$ cat src/rtl/cbl_pkg.sv
package cbl_pkg;
   // kind of window access seen during a write strobe
   typedef enum logic [1:0] {
      ACC_NONE = 2'd0,
      ACC_ROM  = 2'd1,
      ACC_CTRL = 2'd2,
      ACC_RAM  = 2'd3
   } acc_kind_e;
endpackage

$ cat src/rtl/cbl_win_decode.sv
module cbl_win_decode
   import cbl_pkg::*;
#(
   parameter int ADDR_W = 16,
   parameter int WIN_SPAN_BITS = 13,
   parameter int RAM_SPAN_BITS = 10,
   parameter logic [ADDR_W-1:0] WIN_BASE = 16'h6000,
   parameter logic [ADDR_W-1:0] RAM_BASE = 16'h7C00,
   parameter logic [ADDR_W-1:0] CTRL_ADDR = 16'h7BFE,
   parameter bit RAM_PRESENT = 1'b1
) (
   input  logic [ADDR_W-1:0] addr_i,
   input  logic              ram_en_i,
   output logic              in_win_o,
   output logic              ram_hit_o,
   output acc_kind_e         kind_o
);
   logic in_ram_rgn;
   logic ctrl_hit;

   assign in_win_o   = (addr_i[ADDR_W-1:WIN_SPAN_BITS] == WIN_BASE[ADDR_W-1:WIN_SPAN_BITS]);
   assign in_ram_rgn = (addr_i[ADDR_W-1:RAM_SPAN_BITS] == RAM_BASE[ADDR_W-1:RAM_SPAN_BITS]);
   assign ctrl_hit   = (addr_i == CTRL_ADDR);

   generate
      if (RAM_PRESENT) begin : g_ram
         assign ram_hit_o = ram_en_i & in_ram_rgn;
      end else begin : g_noram
         assign ram_hit_o = 1'b0;
      end
   endgenerate

   always_comb begin
      if (!in_win_o)      kind_o = ACC_NONE;
      else if (ctrl_hit)  kind_o = ACC_CTRL;
      else if (ram_hit_o) kind_o = ACC_RAM;
      else                kind_o = ACC_ROM;
   end
endmodule

$ cat src/rtl/cbl_strobe_capture.sv
module cbl_strobe_capture
   import cbl_pkg::*;
#(
   parameter int DATA_W = 8
) (
   input  logic              clk,
   input  logic              rst_n,
   input  logic              strobe_i,
   input  acc_kind_e         kind_i,
   input  logic [DATA_W-1:0] data_i,
   output logic              commit_o,
   output acc_kind_e         pend_kind_o,
   output logic [DATA_W-1:0] pend_data_o
);
   logic strobe_q;

   always_ff @(posedge clk or negedge rst_n) begin
      if (!rst_n) begin
         strobe_q    <= 1'b0;
         pend_kind_o <= ACC_NONE;
         pend_data_o <= '0;
      end else begin
         strobe_q <= strobe_i;
         if (strobe_i) begin
            pend_kind_o <= kind_i;
            pend_data_o <= data_i;
         end
      end
   end

   // strobe seen to end in this cycle: apply at the coming edge
   assign commit_o = strobe_q & ~strobe_i;
endmodule

$ cat src/rtl/cbl_bank_regs.sv
module cbl_bank_regs
   import cbl_pkg::*;
#(
   parameter int DATA_W = 8,
   parameter int BANK_W = 6,
   parameter bit RAM_PRESENT = 1'b1
) (
   input  logic              clk,
   input  logic              rst_n,
   input  logic              commit_i,
   input  acc_kind_e         kind_i,
   input  logic [DATA_W-1:0] data_i,
   output logic [BANK_W-1:0] bank_o,
   output logic              ram_en_o
);
   always_ff @(posedge clk or negedge rst_n) begin
      if (!rst_n)                              bank_o <= '0;
      else if (commit_i && kind_i == ACC_ROM)  bank_o <= data_i[BANK_W-1:0];
   end

   generate
      if (RAM_PRESENT) begin : g_ram_en
         logic ram_en_q;
         always_ff @(posedge clk or negedge rst_n) begin
            if (!rst_n)                               ram_en_q <= 1'b0;
            else if (commit_i && kind_i == ACC_CTRL)  ram_en_q <= data_i[0];
         end
         assign ram_en_o = ram_en_q;
      end else begin : g_no_ram_en
         assign ram_en_o = 1'b0;
      end
   endgenerate
endmodule

$ cat src/rtl/cart_bank_latch.sv
module cart_bank_latch
   import cbl_pkg::*;
#(
   parameter int ADDR_W = 16,
   parameter int DATA_W = 8,
   parameter int BANK_W = 6,
   parameter int WIN_SPAN_BITS = 13,
   parameter int RAM_SPAN_BITS = 10,
   parameter logic [ADDR_W-1:0] WIN_BASE = 16'h6000,
   parameter logic [ADDR_W-1:0] RAM_BASE = 16'h7C00,
   parameter logic [ADDR_W-1:0] CTRL_ADDR = 16'h7BFE,
   parameter bit RAM_PRESENT = 1'b1
) (
   input  logic              clk,
   input  logic              rst_n,
   input  logic [ADDR_W-1:0] host_addr,
   input  logic [DATA_W-1:0] host_wdata,
   input  logic              cart_sel_n,
   input  logic              host_we_n,
   output logic              flash_ce_n,
   output logic [BANK_W-1:0] flash_bank,
   output logic              ram_ce_n,
   output logic              ram_we_n
);
   localparam int NUM_BANKS = 1 << BANK_W;

   generate
      if (BANK_W > DATA_W) begin : g_bad_bank_w
         $error("bank width exceeds data width");
      end
      if (RAM_SPAN_BITS >= WIN_SPAN_BITS) begin : g_bad_ram_span
         $error("RAM region must be smaller than the window");
      end
      if (CTRL_ADDR[ADDR_W-1:WIN_SPAN_BITS] != WIN_BASE[ADDR_W-1:WIN_SPAN_BITS]) begin : g_bad_ctrl
         $error("control address must lie inside the window");
      end
      if (NUM_BANKS < 2) begin : g_bad_banks
         $error("at least two banks required");
      end
   endgenerate

   logic              in_win;
   logic              ram_hit;
   logic              ram_en;
   logic              wr_strobe;
   logic              commit;
   acc_kind_e         kind;
   acc_kind_e         pend_kind;
   logic [DATA_W-1:0] pend_data;

   cbl_win_decode #(
      .ADDR_W(ADDR_W), .WIN_SPAN_BITS(WIN_SPAN_BITS), .RAM_SPAN_BITS(RAM_SPAN_BITS),
      .WIN_BASE(WIN_BASE), .RAM_BASE(RAM_BASE), .CTRL_ADDR(CTRL_ADDR),
      .RAM_PRESENT(RAM_PRESENT)
   ) dec_i (
      .addr_i(host_addr), .ram_en_i(ram_en),
      .in_win_o(in_win), .ram_hit_o(ram_hit), .kind_o(kind)
   );

   assign wr_strobe = ~cart_sel_n & ~host_we_n & in_win;

   cbl_strobe_capture #(.DATA_W(DATA_W)) cap_i (
      .clk(clk), .rst_n(rst_n), .strobe_i(wr_strobe), .kind_i(kind),
      .data_i(host_wdata), .commit_o(commit),
      .pend_kind_o(pend_kind), .pend_data_o(pend_data)
   );

   cbl_bank_regs #(.DATA_W(DATA_W), .BANK_W(BANK_W), .RAM_PRESENT(RAM_PRESENT)) regs_i (
      .clk(clk), .rst_n(rst_n), .commit_i(commit), .kind_i(pend_kind),
      .data_i(pend_data), .bank_o(flash_bank), .ram_en_o(ram_en)
   );

   assign flash_ce_n = ~(~cart_sel_n & host_we_n & in_win & ~ram_hit);
   assign ram_ce_n   = ~(~cart_sel_n & ram_hit);
   assign ram_we_n   = ~(~cart_sel_n & ram_hit & ~host_we_n);
endmodule

$ cat config.mk
export PLATFORM = sky130hd
export DESIGN_NAME = cart_bank_latch
export DESIGN_NICKNAME = d
export VERILOG_FILES = /design/src/rtl/cbl_pkg.sv /design/src/rtl/cbl_win_decode.sv /design/src/rtl/cbl_strobe_capture.sv /design/src/rtl/cbl_bank_regs.sv /design/src/rtl/cart_bank_latch.sv
export SDC_FILE = /design/constraint.sdc
export NUM_CORES = 1
export LEC_CHECK = 0
export ABC_CLOCK_PERIOD_IN_PS = 1350
export CORE_MARGIN = 2
export CORE_UTILIZATION = 38
export DETAILED_ROUTE_END_ITERATION = 10
export PLACE_DENSITY = 0.73
export SYNTH_ARGS = -nofsm -noshare
export SYNTH_HDL_FRONTEND = slang
export SYNTH_SLANG_ARGS = --single-unit
$ cat constraint.sdc
create_clock -name clk -period 1.35 [get_ports clk]
set_input_delay 0.27 -clock clk [delete_from_list [all_inputs] [get_ports clk]]
set_output_delay 0.27 -clock clk [all_outputs]
set_load 0.05 [all_outputs]
# After elaboration in Yosys (flattened, before gate mapping)
# Index checks and enable logic that the tools add are counted.
[classes] addsub=0 n_mul=0 div=0 magnitude_cmp=0 eq_ne=5 shifts=0 n_mux=3 bitwise=16 n_reduce_logical=2
[ops] op="== test 16 x 15 -> 1 bit (second input constant)" count=1
[ops] op="AND 1 bit" count=9
[ops] op="inverter 1 bit" count=7
[ops] op="== test 6 x 5 -> 1 bit (second input constant)" count=1
[ops] op="2-to-1 mux 2 bit" count=3
[ops] op="== test 3 x 2 -> 1 bit (second input constant)" count=1
[ops] op="== test 2 x 1 -> 1 bit (second input constant)" count=1
[ops] op="== test 2 bit (second input constant)" count=1
[ops] op="logical AND 1 bit" count=2
[word_totals] regBits=16 latch_bits=0 ram_bits=0 romBits=0 inputBits=28 output_inout_bits=9 elab_cells=31 mem_count=0

# Longest topological paths before layout
[depth] ltp_word=6 mapped_depth=5 mapped_depth_nobuf=3

# Hierarchy
# A second synthesis with hierarchy kept.
[hier_totals] cells_unflattened=53 hier_area_um2=834.6
[modules_own_cells] module="cbl_strobe_capture" instances=1 cells_per_inst=23 area_per_inst_um2=441.7 seq_area_each_um2=275.3
[modules_own_cells] module="cbl_bank_regs" instances=1 cells_per_inst=16 area_per_inst_um2=281.5 seq_area_each_um2=175.2
[modules_own_cells] module="cbl_win_decode" instances=1 cells_per_inst=10 area_per_inst_um2=77.6 seq_area_each_um2=0.0
[modules_own_cells] module="cart_bank_latch" instances=1 cells_per_inst=4 area_per_inst_um2=33.8 seq_area_each_um2=0.0

# Worst setup path after synthesis
# No wires, ideal clock.
[synth_path] path_type="in2out" start="in host_addr[15]" end="out ram_we_n" arrival_time_ns=1.187 required_time_ns=1.080 setup_slack_ns=-0.107 path_stages=4 path_buffers=1 cell_sequence="and3b_1 -> buf_6 -> nand2_1 -> or3_1"
[synth_via] elab_chain_cells=5
[synth_lines] item="from (decl)" line_no="cart_bank_latch.sv:16" source="input logic [ADDR_W-1:0] host_addr,"
[synth_lines] item="== test 6 x 5 -> 1 bit" line_no="cbl_win_decode.sv:22" source="assign in_ram_rgn = (addr_i[ADDR_W-1:RAM_SPAN_BITS] == RAM_BASE[ADDR_W-1:RAM_SPAN_BITS]);"
[synth_lines] item="AND 1 bit" line_no="cbl_win_decode.sv:27" source="assign ram_hit_o = ram_en_i & in_ram_rgn;"
[synth_lines] item="AND 1 bit (2 in a row)" line_no="cart_bank_latch.sv:75" source="assign ram_we_n = ~(~cart_sel_n & ram_hit & ~host_we_n);"
[synth_lines] item="inverter 1 bit" line_no="cart_bank_latch.sv:75"
[synth_lines] item="to (decl)" line_no="cart_bank_latch.sv:23" source="output logic ram_we_n"
# No other way between the ends.

# Final worst setup path
[layout_path] start="in host_we_n" end="out ram_we_n"
[layout_via] elab_chain_cells=3
[layout_lines] item="from (decl)" line_no="cart_bank_latch.sv:19" source="input logic host_we_n,"
[layout_lines] item="inverter 1 bit" line_no="cart_bank_latch.sv:75"
[layout_lines] item="AND 1 bit" line_no="cart_bank_latch.sv:75"
[layout_lines] item="inverter 1 bit" line_no="cart_bank_latch.sv:75"
# No other way between the ends.

==> flow_metrics.py <==
metrics = {
    "logic_synthesis": {
        "syn_nets": 79,
        "yosysTopAreaCell": "dfrtp_1",
        "yosys_most_used_dff": "dfrtp_1",
        "synthTopCellsByArea": "dfrtp_1 55%, mux2_2 22%, buf_6 3.1%, a211oi_4 2.8%, nand4b_1 2.4%",
        "avgSynthCellArea_um2": 14.2,
        "ys.warnings.count": 0,
        "synth_top_area_share_pct": 55.5,
        "synth_seq_cells": 16,
        "synth_edf_count": 0,
        "synth_cells": 51,
        "synth.yosys.seq_area_share_pct": 55.5,
        "postSynth.asyncResetShare_pct": 100,
        "synth_area_um2": 722,
        "synth_cell_type_count": 18,
        "ys_top_cells_by_count": "16 x dfrtp_1, 14 x mux2_2",
        "synth.most_common_cell": "dfrtp_1",
    },
    "run_status": {
        "violations": "negative setup slack",
        "run_status": "complete, but fails checks",
    },
    "job": {
        "max_cap_viol_count": 0,
    },
    "sta": {
        "relSlewSlack_pct": 86.6,
        "max_freq_ghz": 0.597,
        "worst_slack_ps": -326,
        "hold_viol": 0,
        "min_period_over_period_pct": 124,
        "setup_viol": 9,
        "rsz0062_at_grt": "yes",
        "post-route-min-period_ps": 1680,
        "slew_viol_final": 0,
        "worst_pin_slew_ps": 200,
        "finClkSkew_ps": 6.67,
    },
    "layout": {
        "finalNetCount": 123,
        "area_growth_pct": 77.5,
        "fin_cells": 119,
        "n_antenna_cell": 0,
        "drive_gt1_share_pct": 46.8,
    },
    "clock_tree": {
        "clock_latency_ps": 290,
        "numCtsBuffers": 3,
        "root_buffer": "clkbuf_4",
        "cts_tree": "done",
        "cts.sinks": 16,
        "cts_buffer_depth": 2,
        "htree_levels": 1,
        "cts.clk_slew.worst_paths_ps": 90,
        "cts_hold_buf": 0,
    },
    "critical_path": {
        "cp-start-kind": "input pin",
        "path_class": "in2out",
        "cp_slowest_cell": "clkdlybuf4s50_1",
        "cp_data_arrival_time_ps": 1410,
        "worstReg2RegStart": "cap_i.pend_kind_o[0]$_DFFE_PN0P_",
        "worstPathCellList": "clkdlybuf4s50_1, buf_4, or3_4, buf_8",
        "critPathMaxFanout": 2,
        "crit_start": "host_we_n",
        "cp_top_family": "buffers and inverters",
        "path_buf_inv": 3,
        "required_ps": 1080,
        "worstSetupEndpointType": "output port",
        "crit_path_max_incr_delay_ps": 460,
    },
    "die": {
        "coreArea_um2": 1760,
        "rows": 15,
        "initial_core_util_pct": 40.9,
        "ios": 37,
        "fp.dieArea_um2": 2260,
        "die_h_um": 47.6,
        "die_w_um": 47.6,
    },
    "drt": {
        "drt-initial-drc-count": 3,
        "dr.pass1.iters": 2,
        "ant_nets": 0,
        "drc_errors": 0,
        "wl_per_cell_um": 14.0,
        "wl_um": 1660,
        "vias_per_cell": 4.82,
        "vias": 574,
    },
    "placed_design": {
        "finalWeightedCongestion": 0.719,
        "portBuffers": 34,
        "place_inst": 114,
        "place_ws_ps": -590,
        "dpl.hpwl_um": 1290,
    },
    "global_route": {
        "antenna_found_initial": 0,
        "grt_max_degree": 17,
        "track_usage_pct": 17.4,
        "grt_remaining_overflow": 0,
        "grt_pass1_wl_um": 2660,
        "grt_pass1_vias": 570,
    },
    "pwr": {
        "vdd_drop_max_mv": 0.988,
        "leakagePower_uw": 0.000596,
        "powerDensity_nw_per_um2": 1130,
    },
    "hold_path": {
        "hp-class": "in2async",
    },
}
## cell type report
class / count / area (um^2)
fillers: 139 / 483
repair buffers: 41 / 459
flip-flops and latches: 16 / 400
multi-input cells: 33 / 354
clock buffers: 4 / 36.3
well taps: 25 / 31.3
## cell usage in the layout, fill, tap and decap left out, drive strengths merged, types with 2 or more instances in the layout
cell / count
mux2: 14
a21oi: 2
nand4: 2
dlygate4sd2: 15
nand4b: 2
buf: 16
nand2: 2
dfrtp: 16
dlymetal6s2s: 2
clkdlybuf4s50: 8
clkbuf: 4
## timing repair
action                                  CTS  global route
setup buffers                             1             0
hold endpoints to repair                  0             0
pin swaps                                 7             4
endpoints found under the setup margin   18            11
gates resized for setup                  26             8
## path summary, 6_finish.rpt
kind / endpoint / slack (ps) / cells past startpoint
worst max-delay path: ram_we_n / -330 / 4
max in group asynchronous: cap_i.pend_data_o[0]$_DFFE_PN0P_ / 880 / 2
worst min register to register: regs_i.bank_o[1]$_DFFE_PN0P_ / 510 / 1
worst max register to register: regs_i.bank_o[5]$_DFFE_PN0P_ / 50 / 4
worst min-delay path: regs_i.bank_o[5]$_DFFE_PN0P_ / 280 / 2
min in group clk: cap_i.pend_kind_o[1]$_DFFE_PN0P_ / 420 / 4
## sequential cells by signal, summed over array words and instances, names as in the netlist
name and flops:
cap_i.strobe_q 1, cap_i.pend_kind_o 2, regs_i.bank_o 6, cap_i.pend_data_o 6
regs_i.ram_en_o 1
## cells by family (layout without fill, tap and decap cells)
logic type	Yosys count	count (layout)	synth area share (%)
AOI/OAI and AO/OA	4	4	5.03
muxes	14	14	21.8
and+or+nand+nor	15	15	14.6
DFF	16	16	55.5
buffers and inverters	2	45	3.12
## through the flow
stage          hold WS (ps)  setup TNS (ps)  cell area (um^2)  total power [uW]  util, %
2_1_floorplan         -25.6           -77.3               734               853        -
3_3_place_gp            481           -9140              1190              1130     67.7
3_5_place_dp            495           -9780              1190              1140     67.7
4_1_cts                 279           -1330              1250              1450     71.1
5_1_grt                 283           -1470              1280              1520     72.6
6_report                281           -1180              1280              1450     72.6
## metal layers
layer,vias to the layer above,GRT usage (%),routed length (um)
met3,2,6.79,58
li1,280,-,-
met4,0,3.24,7
met2,9,28.1,858
met1,283,22.7,738
met5,-,0,0
## power by group
part	total (uW)	switching [uW]	internal (uW)	leakage, uW
clock	309	144	164	0.0000210
sequential	649	76.8	572	0.000205
combinational	496	209	287	0.000370
Power figures use the tool's default switching activity.
